--- src/rtl/hround_pkg.sv ---
package hround_pkg;
  localparam int FP_W    = 16;
  localparam int EXP_W   = 5;
  localparam int MAN_W   = 10;
  localparam int RM_W    = 3;
  localparam int BIAS    = (1 << (EXP_W - 1)) - 1;
  localparam int EXP_MAX = (1 << EXP_W) - 1;
  localparam int INT_EXP = BIAS + MAN_W;   // first biased exponent with no fraction bits
  localparam int SIG_W   = MAN_W + 1;
  localparam logic [FP_W-1:0] QNAN = {1'b0, {EXP_W{1'b1}}, 1'b1, {(MAN_W-1){1'b0}}};

  typedef enum logic [RM_W-1:0] {
    RM_RNE = 3'd0,
    RM_RTZ = 3'd1,
    RM_RDN = 3'd2,
    RM_RUP = 3'd3,
    RM_RMM = 3'd4
  } rm_e;

  typedef struct packed {
    logic bad_rm;
    logic nan;
    logic inf;
    logic zero;
    logic whole;
    logic below_one;
  } cls_t;
endpackage

--- src/rtl/hround_class.sv ---
module hround_class
  import hround_pkg::*;
(
  input  logic [FP_W-1:0] op_i,
  input  logic [RM_W-1:0] rm_i,
  output cls_t            cls_o
);
  logic [EXP_W-1:0] exp_f;
  logic [MAN_W-1:0] man_f;
  logic             exp_all1;
  logic             man_nz;

  assign exp_f    = op_i[FP_W-2 -: EXP_W];
  assign man_f    = op_i[MAN_W-1:0];
  assign exp_all1 = (exp_f == EXP_W'(EXP_MAX));
  assign man_nz   = |man_f;

  assign cls_o.bad_rm    = (rm_i > RM_RMM);
  assign cls_o.nan       = exp_all1 & man_nz;
  assign cls_o.inf       = exp_all1 & ~man_nz;
  assign cls_o.zero      = (exp_f == '0) & ~man_nz;
  assign cls_o.whole     = (exp_f >= EXP_W'(INT_EXP)) & ~exp_all1;
  assign cls_o.below_one = (exp_f < EXP_W'(BIAS)) & ~cls_o.zero;
endmodule

--- src/rtl/hround_incr.sv ---
module hround_incr
  import hround_pkg::*;
(
  input  logic [RM_W-1:0] rm_i,
  input  logic            sign_i,
  input  logic            lsb_i,
  input  logic            guard_i,
  input  logic            sticky_i,
  output logic            inc_o
);
  logic lost;
  assign lost = guard_i | sticky_i;

  always_comb begin
    unique case (rm_i)
      RM_RNE:  inc_o = guard_i & (sticky_i | lsb_i);
      RM_RTZ:  inc_o = 1'b0;
      RM_RDN:  inc_o = sign_i & lost;
      RM_RUP:  inc_o = ~sign_i & lost;
      RM_RMM:  inc_o = guard_i;
      default: inc_o = 1'b0;
    endcase
  end
endmodule

--- src/rtl/hround_mid.sv ---
// Rounds operands with BIAS <= exponent < INT_EXP (1.0 <= |x| < 2^MAN_W).
module hround_mid
  import hround_pkg::*;
(
  input  logic [RM_W-1:0]  rm_i,
  input  logic             sign_i,
  input  logic [EXP_W-1:0] exp_i,
  input  logic [MAN_W-1:0] man_i,
  output logic [EXP_W-1:0] exp_o,
  output logic [MAN_W-1:0] man_o,
  output logic             lost_o
);
  logic [EXP_W-1:0] fb;
  logic [SIG_W-1:0] sig, int_part, sh_g, lo_mask;
  logic             guard, sticky, inc;
  logic [SIG_W:0]   rsum, rsig;

  assign fb       = EXP_W'(INT_EXP) - exp_i;   // count of fraction bits, 1..MAN_W
  assign sig      = {1'b1, man_i};
  assign int_part = sig >> fb;
  assign sh_g     = sig >> (fb - EXP_W'(1));
  assign guard    = sh_g[0];
  assign lo_mask  = (SIG_W'(1) << (fb - EXP_W'(1))) - SIG_W'(1);
  assign sticky   = |(sig & lo_mask);

  hround_incr u_incr (
    .rm_i     (rm_i),
    .sign_i   (sign_i),
    .lsb_i    (int_part[0]),
    .guard_i  (guard),
    .sticky_i (sticky),
    .inc_o    (inc)
  );

  assign rsum = {1'b0, int_part} + {{SIG_W{1'b0}}, inc};
  assign rsig = rsum << fb;

  // carry past the hidden bit bumps the exponent
  assign exp_o  = rsig[SIG_W] ? exp_i + EXP_W'(1) : exp_i;
  assign man_o  = rsig[SIG_W] ? rsig[SIG_W-1:1] : rsig[SIG_W-2:0];
  assign lost_o = guard | sticky;
endmodule

--- src/rtl/hround_unit.sv ---
module hround_unit
  import hround_pkg::*;
(
  input  logic            clk_i,
  input  logic            rst_ni,
  input  logic [FP_W-1:0] op_i,
  input  logic [RM_W-1:0] rm_i,
  input  logic            nx_en_i,
  output logic [FP_W-1:0] res_o,
  output logic            inv_o,
  output logic            nx_o
);
  cls_t             cls;
  logic             sign;
  logic [EXP_W-1:0] exp_f;
  logic [MAN_W-1:0] man_f;
  logic             half_bit, small_st, small_inc;
  logic [EXP_W-1:0] mid_exp;
  logic [MAN_W-1:0] mid_man;
  logic             mid_lost;
  logic [FP_W-1:0]  res_d;
  logic             inv_d, chg_d;

  assign sign  = op_i[FP_W-1];
  assign exp_f = op_i[FP_W-2 -: EXP_W];
  assign man_f = op_i[MAN_W-1:0];

  hround_class u_class (
    .op_i  (op_i),
    .rm_i  (rm_i),
    .cls_o (cls)
  );

  // |x| < 1: integer part is 0, guard is the 0.5 weight
  assign half_bit = (exp_f == EXP_W'(BIAS - 1));
  assign small_st = half_bit ? (|man_f) : 1'b1;

  hround_incr u_small_incr (
    .rm_i     (rm_i),
    .sign_i   (sign),
    .lsb_i    (1'b0),
    .guard_i  (half_bit),
    .sticky_i (small_st),
    .inc_o    (small_inc)
  );

  hround_mid u_mid (
    .rm_i   (rm_i),
    .sign_i (sign),
    .exp_i  (exp_f),
    .man_i  (man_f),
    .exp_o  (mid_exp),
    .man_o  (mid_man),
    .lost_o (mid_lost)
  );

  always_comb begin
    res_d = op_i;
    inv_d = 1'b0;
    chg_d = 1'b0;
    if (cls.bad_rm) begin
      res_d = QNAN;
      inv_d = 1'b1;
    end else if (cls.nan) begin
      inv_d = 1'b1;
    end else if (cls.inf || cls.zero || cls.whole) begin
      res_d = op_i;
    end else if (cls.below_one) begin
      res_d = small_inc ? {sign, EXP_W'(BIAS), {MAN_W{1'b0}}} : {sign, {(FP_W-1){1'b0}}};
      chg_d = 1'b1;
    end else begin
      res_d = {sign, mid_exp, mid_man};
      chg_d = mid_lost;
    end
  end

  always_ff @(posedge clk_i or negedge rst_ni) begin
    if (!rst_ni) begin
      res_o <= '0;
      inv_o <= 1'b0;
      nx_o  <= 1'b0;
    end else begin
      res_o <= res_d;
      inv_o <= inv_d;
      nx_o  <= nx_en_i & chg_d;
    end
  end
endmodule

--- config.mk ---
export PLATFORM = sky130hd
export DESIGN_NAME = hround_unit
export DESIGN_NICKNAME = d
export VERILOG_FILES = /design/src/rtl/hround_pkg.sv /design/src/rtl/hround_class.sv /design/src/rtl/hround_incr.sv /design/src/rtl/hround_mid.sv /design/src/rtl/hround_unit.sv
export SDC_FILE = /design/constraint.sdc
export NUM_CORES = 1
export LEC_CHECK = 0
export BUFFER_PORTS_ARGS = -buffer_cell sky130_fd_sc_hd__buf_2
export CAP_MARGIN = 10
export CORE_MARGIN = 4
export CORE_UTILIZATION = 66
export DETAILED_ROUTE_END_ITERATION = 8
export PLACE_DENSITY = 0.89
export SLEW_MARGIN = 20
export SYNTH_ARGS = -nofsm -noshare
export SYNTH_HDL_FRONTEND = slang
export SYNTH_HIERARCHICAL = 1
export SYNTH_SLANG_ARGS = --single-unit
--- constraint.sdc ---
create_clock -name clk_i -period 0.9 [get_ports clk_i]
set_input_delay 0 -clock clk_i [delete_from_list [all_inputs] [get_ports clk_i]]
set_output_delay 0 -clock clk_i [all_outputs]
set_load 0.1 [all_outputs]
==> results of run 1 <==
==> logic make-up after synthesis <==
logic type      count (synthesis)  synth area share
fa+ha+maj                      13            0.0461
xor+xnor                       17            0.0517
simple gates                  189             0.303
buf+inv                        42            0.0624
mux                            41             0.137
compound gates                118             0.271
other cells                     1           0.00106
flops                          18             0.128
==> through the flow <==
step	cell area, um2	std cells	worst slack (ns)	hold WS, ns	TNS, ns
after global placement	5170	668	-4.50	-0.0604	-68.76
after floorplan	3700	439	-5.14	-0.296	-75.44
==> run_results.csv, run 1 <==
group,metric,value,unit
synthesis,postSynthCellCount,439,
synthesis,syn_area,3530,um2
outcome,status,"stopped before the end",
placement,gp_congestion,1.00,
synthesis,synth_common_cells,"nand2_1 (38), nor2_1 (34), mux2i_1 (30)",
synthesis,yosysUniqueCellTypes,91,
synthesis,synth.area.top_cells,"dfrtp_1 (13%), mux2i_1 (8.5%), ha_1 (4.6%), nand2_1 (4.0%), nor3_1 (3.7%)",
die,initial_utilization,0.687,
synthesis,synth_edf_count,0,
synthesis,synth_most_common_cell,"nand2_1",
synthesis,yosys_most_used_dff,"dfrtp_1",
synthesis,syn_nets,474,
outcome,lastStage,"detailed placement (3_5_place_dp)",
synthesis,ys_ff_latch,18,
outcome,error,"[ERROR DPL-0038] Utilization greater than 100%, impossible to legalize",
synthesis,synth_largest_area_cell,"dfrtp_1",
placement,portBuffers,39,
synthesis,ys_warn_count,6,
synthesis,postSynth.asyncResetShare,1.00,
synthesis,synth.avg_cell_area,8.04,um2
synthesis,synth_top_cell_area_share,0.128,
die,die_w,81.1,um
synthesis,ys_seq_area_frac,0.128,
die,num_io_pins,40,
die,rows,26,
die,die_h,81.1,um
==> run 2: changes to the inputs <==
- CORE_UTILIZATION: 66 -> 40
- PLACE_DENSITY: 0.89 -> not set
- PLACE_DENSITY_LB_ADDON: not set -> 0.15
==> run_results.csv, run 2 <==
group,metric,value,unit
cells_and_area,fin_nets,666,
critical_path,slowest_delay,0.35,ns
synthesis,synthAdderAreaFrac,0.0461,
timing,drv_slew,0,
placement,hpwl,10700,um
die,die_h,102,um
cells_and_area,final_common_cell,"buf_4",
cells_and_area,drive_above_1_share,0.486,
cells_and_area,regMostFlops,"res_o",
synthesis,synth.avg_cell_area,8.04,um2
clock_tree,cts_tree,"built",
synthesis,ys_seq_area_frac,0.128,
synthesis,syn_area,3530,um2
cells_and_area,top_regs,"res_o: 16 flops, inv_o: 1 flops, nx_o: 1 flops",
synthesis,synth_most_common_cell,"nand2_1",
cells_and_area,n_fill_cell,733,
hold_path,hp-class,"primary input to register",
cells_and_area,largest_reg_flops,16,
route,wire_per_inst,19.3,um
placement,dpl_worst_slack,-4.74,ns
job,drv_cap,0,
timing,tightest_slew,0.606,ns
timing,tns,-67.82,ns
timing,finalHoldViolCount,0,
die,initial_utilization,0.409,
critical_path,arrival,5.50,ns
critical_path,slowest_stage,"a311o_1",
timing,finalSetupViolCount,17,
timing,period_minus_slack,5.36,ns
pwr,p_per_area,941,nW/um2
timing,setup_ws,-4.46,ns
synthesis,synth_compound_area_frac,0.271,
synthesis,synth-simple-area-share,0.303,
grt,grt_pass1_vias,4411,
timing,whs,0.0283,ns
synthesis,synthMuxAreaShare,0.137,
route,drcViolationCount,0,
synthesis,synthXorXnorAreaFrac,0.0517,
placement,portBuffers,39,
timing,rsz0062_at_grt,"yes",
grt,antenna_found_initial,0,
clock_tree,cts_root_buf,"clkbuf_8",
synthesis,synth_largest_area_cell,"dfrtp_1",
cells_and_area,num_antenna_cells,0,
outcome,violations,"negative setup slack",
route,drt_pass1_iterations,5,
route,via_per_inst,6.04,
die,rows,34,
synthesis,yosys_most_used_dff,"dfrtp_1",
route,dr.first_iter.drc_count,289,
critical_path,worstSetupEndpointType,"register",
cells_and_area,final_cell_mix,"buf_4 (165), nand2_1 (38), nor2_1 (30)",
hold_path,hold_path_depth,2,
clock_tree,cts_inserted_buffers,3,
critical_path,cp.required,1.03,ns
clock_tree,clk_pin_slew,0.07,ns
hold_path,hold_end,"nx_o$_DFF_PN0_",
cells_and_area,final_cells,737,
placement,gp_congestion,0.949,
die,core,8640,um2
critical_path,startpoint,"op_i[11]",
pwr,vdd_drop_max,0.490,mV
synthesis,postSynth.asyncResetShare,1.00,
die,die_w,102,um
cells_and_area,areaGrowthSynthToFinish,63.7,%
pwr,power_leakage,2.44,nW
outcome,status,"finished, violations left",
synthesis,synth_top_cell_area_share,0.128,
grt,grt_pass1_wl,22200,um
clock_tree,cts.path.max_buffers,2,
hold_path,holdCritStartpoint,"nx_en_i",
synthesis,ys_warn_count,6,
pwr,power,5.44,mW
critical_path,criticalPathCategory,"primary input to register",
synthesis,synth_top_family_by_area,"simple AND/OR/NAND/NOR gates",
synthesis,postSynthCellCount,439,
route,vias,4453,
clock_tree,cts.sinks,18,
placement,placed_cells,710,
grt,gr-total-overflow,0,
die,die-area,10400,um2
synthesis,yosysUniqueCellTypes,91,
timing,relSlewSlack,0.595,
synthesis,synth.area.top_cells,"dfrtp_1 (13%), mux2i_1 (8.5%), ha_1 (4.6%), nand2_1 (4.0%), nor3_1 (3.7%)",
die,num_io_pins,40,
critical_path,cp-start-kind,"primary input",
synthesis,syn_nets,474,
route,routed_wirelength,14300,um
clock_tree,htreeDepth,1,
critical_path,cp_max_fo,4,
grt,groute.usage.overall,0.268,
synthesis,synth_edf_count,0,
synthesis,ys_ff_latch,18,
critical_path,crit_top_cell,"buf_4",
timing,fmax,0.186,GHz
grt,grt_start_max_net_pins,40,
route,antenna_left,0,
synthesis,synth_common_cells,"nand2_1 (38), nor2_1 (34), mux2i_1 (30)",
timing,fin_crit_sh,5.96,
-- run 2: worst max path at each step --
| stage | to | slack [ns] | cells after the start |
|---|---|---|---|
| CTS | res_o[10]$_DFF_PN0_ | -4.27 | 33 |
| detailed placement | res_o[12]$_DFF_PN0_ | -4.74 | 30 |
| floorplan | res_o[11]$_DFF_PN0_ | -5.14 | 35 |
| global route | res_o[10]$_DFF_PN0_ | -4.76 | 33 |
| finish | res_o[12]$_DFF_PN0_ | -4.46 | 34 |
| global placement | res_o[12]$_DFF_PN0_ | -4.62 | 30 |
-- run 2: what timing repair did --
action / CTS / global route
endpoints found under the setup margin: 17 / 17
hold buffers: 1 / 0
buffers inserted: 14 / 11
gates resized for setup: 36 / 28
pin swaps: 41 / 23
endpoints found under the hold margin: 18 / 0
-- run 2: final cells by class --
cell class | instances | area (um2) | area share
Tap cell | 108 | 135 | 0.0234
Multi-Input combinational cell | 379 | 3200 | 0.553
Clock buffer | 3 | 41.3 | 0.00714
Timing Repair Buffer | 218 | 1900 | 0.329
Sequential cell | 18 | 450 | 0.0779
Inverter | 11 | 52.6 | 0.00909
-- run 2: logic make-up after synthesis --
family | after synthesis
AO/OA/AOI/OAI | 118
XOR/XNOR | 17
other | 1
multiplexers | 41
flip-flops | 18
adder cells (fa/ha/maj) | 13
buffers and inverters | 42
AND/OR/NAND/NOR | 189
-- run 2: per-stage QoR --
step | utilization | area (um2)
finish | 0.669 | 5780
global route | 0.669 | 5780
CTS | 0.646 | 5580
detailed placement | 0.607 | 5240
global placement | 0.607 | 5240
floorplan | - | 3700
-- run 2: report_power, final --
group / switching (mW) / internal, mW
Combinational: 2.15 / 1.81
Sequential: 0.0558 / 0.874
Clock: 0.256 / 0.297
Total: 2.46 / 2.98
-- run 2: critical path: cells and delay by family --
kind	cells	cell delay, ns
multiplexers	2	0.41
AND/OR/NAND/NOR	8	1.10
adder cells (fa/ha/maj)	4	0.80
AO/OA/AOI/OAI	9	1.50
buffers and inverters	8	1.20
XOR/XNOR	3	0.49
-- run 2: routing by layer --
metal / global-route usage / routed length [um] / share of wire / vias to the layer above
li1: - / - / - / 2067
met1: 0.345 / 5940 / 0.42 / 2130
met2: 0.473 / 6970 / 0.49 / 211
met3: 0.0239 / 899 / 0.063 / 45
met4: 0.0878 / 448 / 0.031 / 0
met5: 0 / 0 / 0 / -
No activity file was read; power rests on OpenSTA's default activity.
==> run 3: changes to the inputs <==
- CORE_UTILIZATION: 40 -> 50
- GPL_ROUTABILITY_DRIVEN: not set -> 0
==> run_results.csv, run 3 (synthesized netlist as in run 2, its figures left out) <==
group,metric,value,unit
outcome,status,"finished, violations left",
outcome,violations,"negative setup slack",
cells_and_area,multi_input_area,3240,um2
cells_and_area,top_regs,"res_o: 16 flops, inv_o: 1 flops, nx_o: 1 flops",
pwr,p_per_area,984,nW/um2
timing,finalHoldViolCount,0,
timing,finalSetupViolCount,17,
grt,groute.usage.overall,0.330,
critical_path,worstSetupEndpointType,"register",
timing,period_minus_slack,5.57,ns
placement,dpl-instance-area,5250,um2
route,wire_per_inst,22.3,um
job,drv_cap,0,
grt,gr-total-overflow,0,
hold_path,hp-class,"primary input to register",
placement,placed_cells,699,
timing,drv_slew,0,
pwr,power_leakage,2.43,nW
cells_and_area,regMostFlops,"res_o",
clock_tree,cts_tree,"built",
critical_path,slowest_delay,0.40,ns
die,die_h,92.0,um
cells_and_area,largest_reg_flops,16,
timing,rsz0062_at_grt,"yes",
grt,grt_pass1_vias,4541,
timing,setup_ws,-4.67,ns
route,via_per_inst,6.72,
clock_tree,cts.sinks,18,
critical_path,slowest_stage,"or3_1",
cells_and_area,areaGrowthSynthToFinish,63.3,%
critical_path,crit_top_cell,"ha_4",
route,antenna_left,0,
critical_path,arrival,5.70,ns
critical_path,cp.required,1.03,ns
cells_and_area,final_util,0.844,
route,drcViolationCount,0,
die,num_io_pins,40,
timing,fin_crit_sh,6.19,
route,drt_pass1_iterations,5,
timing,relSlewSlack,0.559,
cells_and_area,final_cells,721,
clock_tree,cts_root_buf,"clkbuf_8",
cells_and_area,num_antenna_cells,0,
placement,portBuffers,39,
cells_and_area,n_fill_cell,393,
clock_tree,cts.path.max_buffers,2,
route,vias,4845,
cells_and_area,final_common_cell,"buf_4",
grt,grt_start_max_net_pins,40,
die,die-area,8470,um2
clock_tree,cts_inserted_buffers,3,
die,initial_utilization,0.517,
cells_and_area,final_cell_mix,"buf_4 (159), nand2_1 (37), nor2_1 (31)",
timing,fmax,0.179,GHz
die,die_w,92.0,um
critical_path,startpoint,"op_i[11]",
die,rows,30,
route,dr.first_iter.drc_count,464,
critical_path,cp-start-kind,"primary input",
timing,tightest_slew,0.659,ns
grt,antenna_found_initial,0,
placement,hpwl,10800,um
cells_and_area,fin_nets,661,
grt,grt_pass1_wl,22600,um
cells_and_area,fin_area,5760,um2
critical_path,crit_path_end,"res_o[11]$_DFF_PN0_",
critical_path,criticalPathCategory,"primary input to register",
critical_path,cp_max_fo,4,
hold_path,holdCritStartpoint,"nx_en_i",
clock_tree,clk_pin_slew,0.07,ns
pwr,power,5.67,mW
cells_and_area,drive_above_1_share,0.496,
clock_tree,htreeDepth,1,
die,core,6830,um2
cells_and_area,seqCellArea,450,um2
route,routed_wirelength,16100,um
pwr,vdd_drop_max,0.599,mV
run 3: cell count changes in the layout (fill, tap and decap cells not counted), sizes merged:
cell,before,now
buf,217,212
clkbuf,3,4
run 3: metal layers:
layer | wire length, um | vias to the layer above | part of all wire | track usage
met5 | 0 | - | 0 | 0
met4 | 1010 | 0 | 0.063 | 0.188
met3 | 1480 | 104 | 0.092 | 0.0427
met2 | 7790 | 384 | 0.48 | 0.569
met1 | 5830 | 2295 | 0.36 | 0.393
li1 | - | 2062 | - | -
run 3: worst min-delay path by stage:
stage	to	slack, ns	cells past startpoint
2_1_floorplan	inv_o$_DFF_PN0_	-0.30	0
3_3_place_gp	res_o[15]$_DFF_PN0_	-0.06	1
3_5_place_dp	inv_o$_DFF_PN0_	-0.05	1
4_1_cts	nx_o$_DFF_PN0_	0.02	2
5_1_grt	nx_o$_DFF_PN0_	0.02	2
6_report	nx_o$_DFF_PN0_	0.02	2
run 3: power by group:
group | internal (mW) | total (mW) | switching (mW)
sequential | 0.874 | 0.931 | 0.0575
combinational | 1.80 | 4.09 | 2.29
clock | 0.388 | 0.655 | 0.266
run 3: stage by stage:
stage / setup TNS, ns / setup WS (ns) / hold WS, ns
finish: -70.78 / -4.67 / 0.0157
CTS: -65.27 / -4.30 / 0.0197
global route: -72.86 / -4.78 / 0.0237
global placement: -70.39 / -4.58 / -0.0582
detailed placement: -75.11 / -4.92 / -0.0496
floorplan: -75.44 / -5.14 / -0.296
run 3: final cells by class:
| class | count | share of cell area |
|---|---|---|
| clock buffers | 4 | 0.00955 |
| inverters | 11 | 0.00998 |
| multi-input cells | 379 | 0.561 |
| flip-flops and latches | 18 | 0.0781 |
| well taps | 96 | 0.0208 |
| repair buffers | 213 | 0.320 |
run 3: critical path, delay by kind of cell:
kind	cells	cell delay (ns)
and+or+nand+nor	8	1.63
buffers and inverters	6	0.82
muxes	2	0.50
xor gates and xnor gates	2	0.38
adders and majority gates	4	0.81
AOI/OAI and AO/OA	10	1.53
run 3: what timing repair did:
action,in CTS,in global routing
setup buffers,8,10
pin swaps,32,36
endpoints found under the hold margin,18,0
hold buffers,1,0
endpoints found under the setup margin,17,17
gates resized for setup,30,35
==> run 4: changes to the inputs <==
- CORE_UTILIZATION: 50 -> 35
==> run_results.csv, run 4 (synthesized netlist as in run 2, its figures left out) <==
group,metric,value,unit
outcome,status,"finished, violations left",
outcome,violations,"negative setup slack",
pwr,clockPowerShare,0.121,
clock_tree,htreeDepth,1,
critical_path,startpoint,"op_i[11]",
clock_tree,cts_root_buf,"clkbuf_8",
timing,setup_ws,-4.32,ns
critical_path,cp_max_fo,6,
grt,groute.usage.overall,0.236,
timing,tightest_slew,0.583,ns
critical_path,slowest_stage,"o32ai_2",
route,via_per_inst,5.66,
die,initial_utilization,0.360,
grt,grt_pass1_wl,22100,um
cells_and_area,fin_nets,650,
placement,hpwl,10500,um
die,core,9820,um2
critical_path,worstSetupEndpointType,"register",
die,die_h,108,um
hold_path,hp-class,"primary input to register",
die,die_w,108,um
cells_and_area,largest_reg_flops,16,
route,routed_wirelength,13700,um
critical_path,cp.required,1.04,ns
grt,grt_pass1_vias,4323,
clock_tree,clk_pin_slew,0.07,ns
timing,rsz0062_at_grt,"yes",
pwr,vdd_drop_max,0.743,mV
route,drt_pass1_iterations,5,
critical_path,crit_path_end,"res_o[13]$_DFF_PN0_",
cells_and_area,fin_area,5650,um2
placement,portBuffers,39,
critical_path,criticalPathCategory,"primary input to register",
hold_path,hold_path_depth,2,
timing,period_minus_slack,5.22,ns
timing,fin_crit_sh,5.80,
pwr,p_per_area,951,nW/um2
pwr,p_int,2.98,mW
timing,finalSetupViolCount,17,
clock_tree,cts_tree,"built",
timing,tns,-65.69,ns
die,rows,36,
cells_and_area,final_common_cell,"buf_4",
critical_path,slowest_delay,0.36,ns
cells_and_area,drive_above_1_share,0.474,
route,vias,4231,
pwr,pwr-share-seq,0.173,
critical_path,arrival,5.36,ns
critical_path,cp-start-kind,"primary input",
grt,gr-total-overflow,0,
timing,drv_slew,0,
route,drcViolationCount,0,
route,dr.first_iter.drc_count,225,
die,num_io_pins,40,
timing,fmax,0.192,GHz
placement,dpl-instance-area,5230,um2
cells_and_area,areaGrowthSynthToFinish,60.0,%
clock_tree,cts_inserted_buffers,3,
cells_and_area,top_regs,"res_o: 16 flops, inv_o: 1 flops, nx_o: 1 flops",
die,die-area,11800,um2
route,antenna_left,0,
grt,antenna_found_initial,0,
clock_tree,cts.sinks,18,
job,drv_cap,0,
cells_and_area,num_antenna_cells,0,
pwr,power_leakage,2.37,nW
timing,relSlewSlack,0.600,
pwr,p_sw_frac,0.445,
timing,finalHoldViolCount,0,
grt,grt_start_max_net_pins,43,
cells_and_area,regMostFlops,"res_o",
route,wire_per_inst,18.3,um
pwr,switching_power,2.39,mW
pwr,p_comb_frac,0.706,
clock_tree,cts.path.max_buffers,2,
cells_and_area,final_cell_mix,"buf_4 (150), nand2_1 (37), nor2_1 (31)",
## run 4: how the worst min path moves through the flow
stage / start / end / slack (ns)
floorplan: rst_ni / inv_o$_DFF_PN0_ / -0.30
finish: nx_en_i / nx_o$_DFF_PN0_ / 0.03
global placement: rst_ni / res_o[15]$_DFF_PN0_ / -0.05
global route: nx_en_i / nx_o$_DFF_PN0_ / 0.02
detailed placement: rst_ni / res_o[15]$_DFF_PN0_ / -0.05
CTS: nx_en_i / nx_o$_DFF_PN0_ / 0.02
## run 4: layout make-up
class | instances | area, um2
multi-input cells | 379 | 3120
inverters | 11 | 52.6
fillers | 894 | 4170
flip-flops and latches | 18 | 450
well taps | 133 | 166
repair buffers | 202 | 1800
clock buffers | 4 | 55.1
## run 4: metrics by stage
stage                     cells  hold WS, ns  utilization  worst slack, ns  power, mW
after floorplan             439       -0.296            -            -5.14       2.99
after global placement      729      -0.0505        0.533            -4.74       4.41
after detailed placement    729      -0.0462        0.533            -4.86       4.44
after CTS                   740       0.0249        0.556            -4.26       5.21
after global routing        747       0.0246        0.575            -4.61       5.67
final                       747       0.0263        0.575            -4.32       5.38
## run 4: power groups by stage
stage               clock network [mW]  registers, mW  logic [mW]
floorplan                            0           1.39        1.61
global placement                     0          0.946        3.47
detailed placement                   0          0.946        3.49
CTS                              0.657          0.931        3.63
global route                     0.704          0.938        4.03
finish                           0.652          0.931        3.79
## run 4: layer usage
| metal | GRT usage | share of wire | up-vias |
|---|---|---|---|
| met1 | 0.319 | 0.45 | 2029 |
| li1 | - | - | 2045 |
| met2 | 0.394 | 0.47 | 130 |
| met5 | 0 | 0 | - |
| met3 | 0.0227 | 0.050 | 27 |
| met4 | 0.0803 | 0.029 | 0 |
## run 4: worst max-delay path: cells and delay by family
family	cells	cell delay [ns]
adder cells (fa/ha/maj)	4	0.86
XOR/XNOR	3	0.49
buffers and inverters	6	0.75
multiplexers	3	0.58
AO/OA/AOI/OAI	8	1.78
AND/OR/NAND/NOR	8	0.91
## run 4: what timing repair did
action                                 4_1_cts  5_1_grt
setup endpoints to repair                   17       17
resized for setup                           26       29
cloned                                       0        1
hold buffers                                 1        0
pin swaps                                   21       21
endpoints found under the hold margin       18        0
setup buffers                                6        6
